### src/rtl/pme_retx_pkg.sv
package pme_retx_pkg;

    typedef enum logic [1:0] {
        ST_IDLE = 2'd0,
        ST_SEND = 2'd1,
        ST_WAIT = 2'd2,
        ST_WAKE = 2'd3
    } pme_st_e;

    typedef struct packed {
        logic is_dsp;
        logic port_d3hot;
        logic sw_d3hot;
        logic hp_event;
    } hp_ctx_t;

    function automatic logic hp_qualifies(hp_ctx_t c);
        return c.hp_event && c.is_dsp && (c.port_d3hot || c.sw_d3hot);
    endfunction

endpackage

### src/rtl/pme_retx_timer.sv
module pme_retx_timer #(
    parameter int TIMEOUT_W = 16
) (
    input  logic                 clk,
    input  logic                 rst,
    input  logic                 run,
    input  logic [TIMEOUT_W-1:0] timeout,
    output logic                 expire
);
    localparam int CW = TIMEOUT_W + 1;

    logic [TIMEOUT_W-1:0] cnt;
    logic [CW-1:0]        cnt_inc;

    assign cnt_inc = {1'b0, cnt} + CW'(1);
    assign expire  = run && (timeout != '0) && (cnt_inc >= {1'b0, timeout});

    always_ff @(posedge clk) begin
        if (rst || !run) begin
            cnt <= '0;
        end else if (!cnt_inc[CW-1]) begin
            cnt <= cnt_inc[TIMEOUT_W-1:0];
        end
    end

endmodule

### src/rtl/pme_retx_fsm.sv
module pme_retx_fsm
    import pme_retx_pkg::*;
(
    input  logic    clk,
    input  logic    rst,
    input  logic    trigger,
    input  logic    ack,
    input  logic    clr,
    input  logic    asleep,
    input  logic    expire,
    output pme_st_e state,
    output logic    status
);
    pme_st_e st_n;
    logic    stat_n;
    logic    clear_hit;

    assign clear_hit = clr && status;

    always_comb begin
        st_n   = state;
        stat_n = status;
        unique case (state)
            ST_IDLE: begin
                if (trigger) st_n = asleep ? ST_WAKE : ST_SEND;
            end
            ST_SEND: begin
                if (clear_hit) begin
                    st_n   = ST_IDLE;
                    stat_n = 1'b0;
                end else if (ack) begin
                    st_n   = ST_WAIT;
                    stat_n = 1'b1;
                end else if (asleep) begin
                    st_n = ST_WAKE;
                end
            end
            ST_WAIT: begin
                if (clear_hit) begin
                    st_n   = ST_IDLE;
                    stat_n = 1'b0;
                end else if (asleep) begin
                    st_n = ST_WAKE;
                end else if (expire) begin
                    st_n = ST_SEND;
                end
            end
            ST_WAKE: begin
                if (clear_hit) begin
                    st_n   = ST_IDLE;
                    stat_n = 1'b0;
                end else if (!asleep) begin
                    st_n = ST_SEND;
                end
            end
            default: st_n = ST_IDLE;
        endcase
    end

    always_ff @(posedge clk) begin
        if (rst) begin
            state  <= ST_IDLE;
            status <= 1'b0;
        end else begin
            state  <= st_n;
            status <= stat_n;
        end
    end

endmodule

### src/rtl/pme_retx_ctrl.sv
module pme_retx_ctrl
    import pme_retx_pkg::*;
#(
    parameter int TIMEOUT_W = 16
) (
    input  logic                 clk,
    input  logic                 rst,
    input  logic                 port_is_dsp_i,
    input  logic                 port_d3hot_i,
    input  logic                 switch_d3hot_i,
    input  logic                 hotplug_evt_i,
    input  logic                 status_clr_i,
    input  logic [TIMEOUT_W-1:0] timeout_i,
    input  logic                 msg_ack_i,
    input  logic                 link_asleep_i,
    output logic                 pme_req_o,
    output logic                 wake_req_o,
    output logic                 pme_status_o
);
    hp_ctx_t ctx;
    pme_st_e state;
    logic    trigger;
    logic    expire;
    logic    status;

    assign ctx = '{is_dsp:     port_is_dsp_i,
                   port_d3hot: port_d3hot_i,
                   sw_d3hot:   switch_d3hot_i,
                   hp_event:   hotplug_evt_i};
    assign trigger = hp_qualifies(ctx);

    pme_retx_timer #(.TIMEOUT_W(TIMEOUT_W)) u_timer (
        .clk     (clk),
        .rst     (rst),
        .run     (state == ST_WAIT),
        .timeout (timeout_i),
        .expire  (expire)
    );

    pme_retx_fsm u_fsm (
        .clk     (clk),
        .rst     (rst),
        .trigger (trigger),
        .ack     (msg_ack_i),
        .clr     (status_clr_i),
        .asleep  (link_asleep_i),
        .expire  (expire),
        .state   (state),
        .status  (status)
    );

    assign pme_req_o    = (state == ST_SEND);
    assign wake_req_o   = (state == ST_WAKE);
    assign pme_status_o = status;

    // sending and waking never requested together
    assert_req_wake_excl_R7: assert property (@(posedge clk) disable iff (rst)
        !(pme_req_o && wake_req_o));

    // no send request in the cycle after the link is seen asleep
    assert_no_send_asleep_R7: assert property (@(posedge clk) disable iff (rst)
        link_asleep_i |=> !pme_req_o);

    // request held until acknowledged
    assert_req_hold_R3: assert property (@(posedge clk) disable iff (rst)
        (pme_req_o && !msg_ack_i && !status_clr_i && !link_asleep_i) |=> pme_req_o);

    // acknowledge sets the status
    assert_ack_sets_R3: assert property (@(posedge clk) disable iff (rst)
        (pme_req_o && msg_ack_i && !(status_clr_i && pme_status_o)) |=> pme_status_o);

    // clear of a set status drops everything
    assert_clear_R6: assert property (@(posedge clk) disable iff (rst)
        (status_clr_i && pme_status_o) |=> (!pme_status_o && !pme_req_o && !wake_req_o));

    // zero timeout never re-requests during the countdown
    assert_zero_to_R5: assert property (@(posedge clk) disable iff (rst)
        (timeout_i == '0 && pme_status_o && !pme_req_o && !wake_req_o && !link_asleep_i)
        |=> !pme_req_o);

    // wakeup held while link stays asleep
    assert_wake_hold_R8: assert property (@(posedge clk) disable iff (rst)
        (wake_req_o && link_asleep_i && !(status_clr_i && pme_status_o)) |=> wake_req_o);

endmodule

### config.mk
export PLATFORM = sky130hd
export DESIGN_NAME = pme_retx_ctrl
export DESIGN_NICKNAME = d
export VERILOG_FILES = /design/src/rtl/pme_retx_pkg.sv /design/src/rtl/pme_retx_timer.sv /design/src/rtl/pme_retx_fsm.sv /design/src/rtl/pme_retx_ctrl.sv
export SDC_FILE = /design/constraint.sdc
export NUM_CORES = 1
export LEC_CHECK = 0
export ABC_CLOCK_PERIOD_IN_PS = 2950
export BUFFER_PORTS_ARGS = -buffer_cell sky130_fd_sc_hd__buf_2
export CORE_ASPECT_RATIO = 0.8
export CORE_MARGIN = 4
export CORE_UTILIZATION = 43
export DETAILED_ROUTE_END_ITERATION = 10
export PLACE_DENSITY = 0.67
export SYNTH_ARGS = -nofsm -noshare
export SYNTH_HDL_FRONTEND = slang
export SYNTH_SLANG_ARGS = --single-unit
### constraint.sdc
create_clock -name clk -period 2.95 [get_ports clk]
set_input_delay 0.295 -clock clk [delete_from_list [all_inputs] [get_ports clk]]
set_output_delay 0.295 -clock clk [all_outputs]
set_load 0.01 [all_outputs]
After elaboration in Yosys (flattened, before gate mapping)
Cells that the tools add are included.
- flip-flop bits (word level): 19
- bits of input ports: 25
- output and inout port bits: 3
- add/sub/neg operators: 1
- $lt $le $gt $ge: 1
- equal/unequal tests: 9
- mux-type cells: 15
- reduce and logical (&&, ||, !) cells: 14
- operators with widths (operator ; count):
    2-to-1 mux 2 bit ; 10
    adder 16 x 1 -> 17 bit (second input constant) ; 1
    greater-or-equal comparator 17 x 16 -> 1 bit ; 1
    nonzero test 16 bit ; 1
    != test 4 x 3 -> 1 bit (second input constant) ; 2
    one-hot mux 2 bit (4 select lines) ; 1
    != test 3 x 2 -> 1 bit (second input constant) ; 2
    logical AND 1 bit ; 5
    == test 2 bit (second input constant) ; 2
    AND reduction 4 bit ; 1
    2-to-1 mux 1 bit ; 3
    AND reduction 3 bit ; 1
    == test 2 x 1 -> 1 bit (second input constant) ; 1
    logical NOT 2 bit ; 1
    logical OR 1 bit ; 2
    != test 2 x 1 -> 1 bit (second input constant) ; 1
    != test 2 bit (second input constant) ; 1
    one-hot mux 1 bit (2 select lines) ; 1
    nonzero test 2 bit ; 1
    OR reduction 2 bit ; 1
    logical NOT 1 bit ; 1

Longest topological paths before layout
Gate-level depths: netlist of the first run.
- word-level depth: 7
- mapped depth: 12

Modules after synthesis
A second synthesis of the first run with hierarchy kept.
- cells, all modules: 187
- area, all modules: 1519.0 um^2
- by module, submodules not included (module ; times used ; cells an instance ; area each (um^2) ; seq. area each (um^2)):
    pme_retx_timer ; 1 ; 154 ; 1258.7 ; 320.3
    pme_retx_fsm ; 1 ; 29 ; 227.7 ; 60.1
    pme_retx_ctrl ; 1 ; 4 ; 32.5 ; 0.0

Worst setup path before layout of the first run
OpenSTA, ideal clock, no wires.
- path kind: register to register
- from: register u_timer.cnt[0]
- to: register u_fsm.state[1]
- arrival: 2.731 ns
- required time: 2.827 ns
- path slack: 0.096 ns
- stages on the path, launching flop included: 13
- clock period less this slack: 2.854 ns
- cells stage by stage: dfxtp_1 -> ha_1 -> nand2_1 -> nor3_4 -> and3_1 -> xnor2_1 -> inv_1 -> ha_1 -> nand4_1 -> nor3_1 -> a2111oi_1 -> a41oi_2 -> mux2_1
- cells in the longest elaborated chain, start to end: 5
- RTL lines (element ; RTL line ; text):
    start: declaration ; pme_retx_timer.sv:12 ; logic [TIMEOUT_W-1:0] cnt;
    start signal: assignment ; pme_retx_timer.sv:22 ; cnt <= cnt_inc[TIMEOUT_W-1:0];
    adder 16 x 1 -> 17 bit ; pme_retx_timer.sv:15 ; assign cnt_inc = {1'b0, cnt} + CW'(1);
    net u_timer.cnt_inc[12] ; pme_retx_timer.sv:13 ; logic [CW-1:0] cnt_inc;
    greater-or-equal comparator 17 x 16 -> 1 bit ; pme_retx_timer.sv:16 ; assign expire = run && (timeout != '0) && (cnt_inc >= {1'b0, timeout});
    logical AND 1 bit ; pme_retx_timer.sv:16 ;
    != test 4 x 3 -> 1 bit (no line) ; -- ;
    AND reduction 4 bit (no line) ; -- ;
    end signal: assignment ; pme_retx_fsm.sv:65 ; state <= st_n;
    end: declaration ; pme_retx_fsm.sv:11 ; output pme_st_e state,
The timed path passes the listed nets, and every way through them passes these cells.
A chain may end at the register's enable or synchronous reset.

Worst setup path in the final report of the first run
- from: register u_timer.cnt[7]
- to: register u_fsm.state[1]
The elaborated chain is that of the path after synthesis.

==> results of run 1 <==
[synthesized netlist by cell type (2+ instances only)]
library cell,count,area share (%)
sky130_fd_sc_hd__nand2_1,4,1.0
sky130_fd_sc_hd__inv_1,33,8.5
sky130_fd_sc_hd__nand3_2,2,1.4
sky130_fd_sc_hd__nand3_1,10,3.4
sky130_fd_sc_hd__o21bai_1,2,1.0
sky130_fd_sc_hd__xnor2_1,9,5.4
sky130_fd_sc_hd__nor3_1,4,1.4
sky130_fd_sc_hd__nor2_1,13,3.3
sky130_fd_sc_hd__nand4_1,5,2.1
sky130_fd_sc_hd__o211ai_1,3,1.5
sky130_fd_sc_hd__a211oi_1,2,1.0
sky130_fd_sc_hd__and2_1,3,1.3
sky130_fd_sc_hd__nor4_1,6,2.6
sky130_fd_sc_hd__a21oi_1,17,5.8
sky130_fd_sc_hd__ha_1,17,15
sky130_fd_sc_hd__o21ai_0,3,1.0
sky130_fd_sc_hd__dfxtp_1,19,26
sky130_fd_sc_hd__and3_1,4,1.7
sky130_fd_sc_hd__xor2_1,6,3.6
[through the flow]
| step | setup TNS (ps) | cells | util (%) | hold WS [ps] |
|---|---|---|---|---|
| 3_5_place_dp | -44.46 | 257 | 53.47 | 528.0 |
| 5_1_grt | -64.37 | 266 | 57.96 | 257.1 |
| 4_1_cts | 0 | 261 | 55.28 | 245.6 |
| 6_report | 0 | 266 | 57.96 | 252.0 |
| 2_1_floorplan | 0 | 184 | - | 373.4 |
| 3_3_place_gp | 0 | 257 | 53.47 | 528.2 |
[state kept, by name, indices dropped and copies added (netlist names)]
| signal | cells |
|---|---|
| u_fsm.status | 1 |
| u_timer.cnt | 16 |
| u_fsm.state | 2 |
[per-layer routing]
metal,up-vias,part of all wire [%]
li1,724,-
met1,615,50
met2,31,41
met3,6,7.3
met4,0,1.2
met5,-,0
[worst max-delay path: cells and delay by family (launching register included)]
kind                       cells  cell delay (ps)
AOI/OAI and AO/OA              3              710
buffers and inverters          2              330
and+or+nand+nor                4              570
muxes                          1              320
DFF                            1              360
xor gates and xnor gates       1              160
adders and majority gates      1              280
[what timing repair did]
item | in CTS | in global routing
pin swaps | 1 | 9
setup buffers | 0 | 5
resized for setup | 2 | 14
setup endpoints to repair | 1 | 2
[power groups by stage]
stage | sequential [mW] | combinational [mW] | clock, mW
3_3_place_gp | 0.314 | 0.212 | 0
6_report | 0.309 | 0.226 | 0.191
3_5_place_dp | 0.314 | 0.211 | 0
5_1_grt | 0.314 | 0.254 | 0.204
2_1_floorplan | 0.300 | 0.157 | 0
4_1_cts | 0.308 | 0.214 | 0.193
[placed cells by master, fill, tap and decap left out, drive strengths merged]
master   count
clkinv       1
a2111oi      1
nand2        5
a41oi        1
nor2b        2
xnor2        9
o211ai       3
and2         3
nand4        5
o21bai       2
nor4         6
o21ai        4
xor2         6
dfxtp       19
a21oi       18
ha          17
buf         41
a211oi       2
mux2         1
or4          1
mux2i        1
and3         4
nand4b       1
o31ai        1
nor2        14
nor3         5
inv         33
and3b        1
nand2b       1
a32oi        1
clkbuf       3
nand3       12
and4         1
o21a         1
[final cells by class]
type / instances / area (um2)
Clock inverter: 1 / 5.005
Clock buffer: 3 / 41.29
Sequential cell: 19 / 387.9
Inverter: 33 / 123.9
Fill cell: 304 / 1335
Tap cell: 40 / 50.05
Timing Repair Buffer: 41 / 240.2
Multi-Input combinational cell: 129 / 992.2
[cell families (layout without fill, tap and decap cells)]
group / Yosys count / after routing
AOI/OAI and AO/OA: 34 / 34
xor gates and xnor gates: 15 / 15
DFF: 19 / 19
muxes: 2 / 2
buffers and inverters: 36 / 78
adders and majority gates: 17 / 17
and+or+nand+nor: 61 / 61
[worst min path at each step]
stage / startpoint / to
floorplan: rst / u_fsm.status$_SDFFE_PP0P_
global placement: rst / u_fsm.status$_SDFFE_PP0P_
detailed placement: rst / u_fsm.status$_SDFFE_PP0P_
CTS: rst / u_fsm.status$_SDFFE_PP0P_
global route: rst / u_fsm.status$_SDFFE_PP0P_
finish: rst / u_fsm.status$_SDFFE_PP0P_
==> flow_metrics.tcl, run 1 <==
set metrics [dict create \
    clock-skew-final_ps 0.8935 \
    ctsHoldBuffers 0 \
    synth_top_family_by_area "simple AND/OR/NAND/NOR gates" \
    area_delta_synth_final_pct 26.27 \
    dp_slack_ps -44.46 \
    crit_fanout 4 \
    insertedDiodeCount 0 \
    yosys_register_bits 19 \
    clk_transition_reported_paths_ps 80 \
    finalCriticalPeriod_ps 2838 \
    worst_setup_path_endpoint "u_fsm.state[1]$_SDFFE_PP0P_" \
    rel_slew_slack_pct 55.70 \
    vdd_drop_max_mv 0.2396 \
    tritoncts_clock_tree "yes" \
    cts-root-to-sink-buffers 2 \
    final_max_slew_viol_count 0 \
    fmax_mhz 352.3 \
    cts.sink_count 19 \
    async_reset_ff_share_pct 0 \
    worst_path_largest_cell_delay_ps 370 \
    worst_slack_ps 111.6 \
    max_slew.worst_pin.slew_ps 662.7 \
    drt_pass_1_iters 4 \
    grt.met3_usage_pct 3.697 \
    sequentialPowerShare_pct 42.6 \
    p_leak_nw 0.9610 \
    groute.layer.met2.usage_pct 23.31 \
    drcViolationCount 0 \
    cts_buffers 3 \
    synthSimpleGateAreaFrac_pct 24.64 \
    setup_crit_end_kind "flop" \
    hold_class "input port to flop" \
    switching_portion_of_total_power_pct 34.52 \
    synth_edf_count 0 \
    initial_antenna_violation_count 0 \
    boundaryPins 28 \
    synth.yosys.seq_area_share_pct 26.09 \
    detail_route.vias_per_cell 5.173 \
    port_buffers 27 \
    critPathRequiredTime_ps 3110 \
    p_comb_share_pct 31.1 \
    grt_use_total_pct 17.19 \
    totalPowerFinal_uw 725.7 \
    synth.distinct_cells 41 \
    grt_setup_unrepaired "true" \
    power_frac_clock_pct 26.3 \
    die_h_um 60.08 \
    fp.dieArea_um2 4391 \
    layout.cell_area.non_filler_um2 1841 \
    first_pass_grt_wire_length_mm 5.671 \
    worstRegToRegCells 12 \
    yosysWarningCount 0 \
    grt_start_max_net_pins 17 \
    syn-num-nets 226 \
    place_hpwl_mm 2.870 \
    ant_nets 0 \
    criticalPathCategory "flop to flop" \
    syn_area_um2 1458 \
    chipWidth_um 73.10 \
    slowest_stage "sky130_fd_sc_hd__a2111oi_2" \
    netlist_instances 184 \
    post_drt_wl_per_cell_um 13.36 \
    netSwitchingPower_uw 250.5 \
    timing.final.hold_violations 0 \
    path_common_cell "sky130_fd_sc_hd__buf_4" \
    design.final.nets 269 \
    crit_start "u_timer.cnt[7]$_SDFFE_PP0P_" \
    grt_busiest_layer "met1" \
    pwr_density_cell_nw_per_um2 394.3 \
    insertion_delay_ps 260 \
    synthMuxAreaShare_pct 1.459 \
    gp_routability_congestion 0.7868 \
    hold_path_depth 2 \
    post_synth_xor_area_fraction_pct 9.013 \
    wirelength_mm 3.553 \
    internal-power_uw 475.2 \
    fp_rows 18 \
    setup_viol_count_final 0 \
    globalRoute.totalOverflow 0 \
    ctsHtreeMaxLevel 1 \
    critical_path.reg2reg.startpoint "u_timer.cnt[7]$_SDFFE_PP0P_" \
    clock_tree.root_cell "sky130_fd_sc_hd__clkbuf_8" \
    postPlaceCellArea_um2 1698 \
    complex_gate_fraction_of_the_synthesized_area_pct 14.85 \
    coreArea_um2 3176 \
    synth_flop_cell "sky130_fd_sc_hd__dfxtp_1" \
    grt_use_met1_pct 26.57 \
    rrSetupSlack_ps 110 \
    grt_pass1_vias 1239 \
    start_util_pct 45.90 \
    timing.final.crit_share_pct 96.22 \
    detail_route.iter0.violations 76 \
    r2r_end "u_fsm.state[1]$_SDFFE_PP0P_" \
    arrival_ps 2990 \
    final_layout_size_suffix_gt1_share_pct 30.97 \
    outcome "completed" \
    drv_cap 0 \
    synth-adder-area-share_pct 14.59 \
    cp_cell_sequence "nand4_1 -> buf_4 -> nor3_4 -> buf_4 -> and2_4 -> xor2_1 -> ha_1 -> a21oi_2 -> nor2b_1 -> a2111oi_2 -> a41oi_2 -> mux2_4" \
    vias 1376 \
    cp-start-kind "flop" \
    syn-mean-instance-area_um2 7.922 \
]
(Power assumes the default switching activity.)
==> run 2: changes to the inputs <==
--- a/config.mk
+++ b/config.mk
@@ -9,9 +9,9 @@
 export BUFFER_PORTS_ARGS = -buffer_cell sky130_fd_sc_hd__buf_2
 export CORE_ASPECT_RATIO = 0.8
 export CORE_MARGIN = 4
-export CORE_UTILIZATION = 43
+export CORE_UTILIZATION = 49
 export DETAILED_ROUTE_END_ITERATION = 10
-export PLACE_DENSITY = 0.67
+export PLACE_DENSITY = 0.75
 export SYNTH_ARGS = -nofsm -noshare
 export SYNTH_HDL_FRONTEND = slang
 export SYNTH_SLANG_ARGS = --single-unit
==> run 2 against run 1 <==
Effect of this change: maximum frequency grew 0.39%; hold slack lost 3.7 ps; largest power group unchanged; critical path type unchanged; clock power shrank 4%; die area shrank 11%.
==> flow_metrics.tcl, run 2 (synthesis results as in run 1) <==
set metrics [dict create \
    drcViolationCount 0 \
    timing.final.crit_share_pct 95.84 \
    boundaryPins 28 \
    design.final.nets 268 \
    grt_pass1_vias 1265 \
    fmax_mhz 353.7 \
    ctsHoldBuffers 0 \
    ctsHtreeMaxLevel 1 \
    largest_register "u_timer.cnt" \
    layout.core_utilization_pct 65.11 \
    start_util_pct 51.92 \
    mostFrequentLayoutCell "sky130_fd_sc_hd__inv_1" \
    area_delta_synth_final_pct 25.41 \
    insertedDiodeCount 0 \
    fp.dieArea_um2 3917 \
    layout_common_cells "sky130_fd_sc_hd__inv_1, sky130_fd_sc_hd__buf_2, sky130_fd_sc_hd__a21oi_1" \
    insertion_delay_ps 270 \
    largest_registers "u_timer.cnt (16), u_fsm.state (2), u_fsm.status (1)" \
    vdd_drop_max_mv 0.3614 \
    port_buffers 27 \
    grt_use_total_pct 20.14 \
    rrSetupSlack_ps 120 \
    cts.sink_count 19 \
    clock-skew-final_ps 8.651 \
    largest_reg_flops 16 \
    outcome "completed" \
    rel_slew_slack_pct 53.02 \
    drv_cap 0 \
    first_pass_grt_wire_length_mm 5.865 \
    cts-root-to-sink-buffers 2 \
    max_slew.worst_pin.slew_ps 702.7 \
    detail_route.vias_per_cell 5.335 \
    finalCriticalPeriod_ps 2827 \
    ant_nets 0 \
    die_h_um 56.79 \
    clock_tree.root_cell "sky130_fd_sc_hd__clkbuf_8" \
    dp_slack_ps -32.13 \
    worst_slack_ps 122.7 \
    vias 1403 \
    gp_routability_congestion 0.9685 \
    crit_fanout 2 \
    pwr_density_cell_nw_per_um2 390.2 \
    setup_viol_count_final 0 \
    fp_rows 17 \
    globalRoute.totalOverflow 0 \
    timing.final.hold_violations 0 \
    chipWidth_um 68.98 \
    final_max_slew_viol_count 0 \
    clk_transition_reported_paths_ps 70 \
    cp-start-kind "flop" \
    setup_crit_end_kind "flop" \
    p_leak_nw 0.9476 \
    wirelength_mm 3.523 \
    place_hpwl_mm 2.866 \
    coreArea_um2 2808 \
    arrival_ps 2990 \
    criticalPathCategory "flop to flop" \
    detail_route.iter0.violations 92 \
    hold_class "input port to flop" \
    initial_antenna_violation_count 0 \
    drt_pass_1_iters 4 \
    critPathRequiredTime_ps 3110 \
    post_drt_wl_per_cell_um 13.40 \
    tritoncts_clock_tree "yes" \
    cts_buffers 3 \
    final_layout_size_suffix_gt1_share_pct 30.22 \
    grt_start_max_net_pins 17 \
]
-- run 2: stage by stage --
step / cell area, um2 / hold slack (ps) / cells / total power, mW / TNS, ps
5_1_grt: 1828 / 247.0 / 263 / 0.7605 / -7.189
2_1_floorplan: 1458 / 373.4 / 184 / 0.4569 / 0
3_5_place_dp: 1718 / 526.7 / 258 / 0.5255 / -32.13
4_1_cts: 1774 / 239.1 / 262 / 0.7139 / 0
6_report: 1828 / 248.3 / 263 / 0.7132 / 0
3_3_place_gp: 1718 / 525.6 / 258 / 0.5243 / 0
-- run 2: path summary, 6_finish.rpt --
| kind | from | to | depth (start not counted) |
|---|---|---|---|
| worst max-delay path | u_timer.cnt[4]$_SDFFE_PP0P_ | u_fsm.state[1]$_SDFFE_PP0P_ | 10 |
| worst min-delay path | rst | u_fsm.status$_SDFFE_PP0P_ | 2 |
| worst max register to register | u_timer.cnt[4]$_SDFFE_PP0P_ | u_fsm.state[1]$_SDFFE_PP0P_ | 10 |
| worst min register to register | u_timer.cnt[1]$_SDFFE_PP0P_ | u_timer.cnt[1]$_SDFFE_PP0P_ | 2 |
-- run 2: layout make-up --
type                            count  area (um2)
Timing Repair Buffer               40       232.7
Fill cell                         252       979.7
Sequential cell                    19       390.4
Inverter                           33       123.9
Tap cell                           38       47.55
Clock buffer                        4       45.04
Multi-Input combinational cell    129       988.4
-- run 2: repair_timing --
action,in CTS,in global routing
pin swaps,0,6
buffers inserted,0,1
endpoints found under the setup margin,1,2
gates resized for setup,2,15
gates cloned,0,0
-- run 2: critical path, stage by stage, from the launching register on --
cell                        delay (ps)
sky130_fd_sc_hd__dfxtp_1           360
sky130_fd_sc_hd__nand3_2           100
sky130_fd_sc_hd__or4_4             550
sky130_fd_sc_hd__nor2b_2           130
sky130_fd_sc_hd__xnor2_1           140
sky130_fd_sc_hd__inv_1              60
sky130_fd_sc_hd__ha_1              310
sky130_fd_sc_hd__nor2b_1           150
sky130_fd_sc_hd__a2111oi_2         400
sky130_fd_sc_hd__a41oi_2           190
sky130_fd_sc_hd__mux2_1            330
-- run 2: routing by layer --
metal,vias up,global-route usage (%),wire length [um]
met5,-,0,0
met4,0,5.278,46
met3,7,4.800,208
met2,40,29.08,1563
met1,636,29.47,1705
li1,720,-,-
-- run 2: where the power goes --
part           switching (mW)  total (mW)  leakage [nW]  internal, mW
clock network          0.0880       0.184        0.0228        0.0963
logic                   0.122       0.220         0.768        0.0974
registers              0.0321       0.309         0.157         0.277
total                   0.242       0.713         0.948         0.471
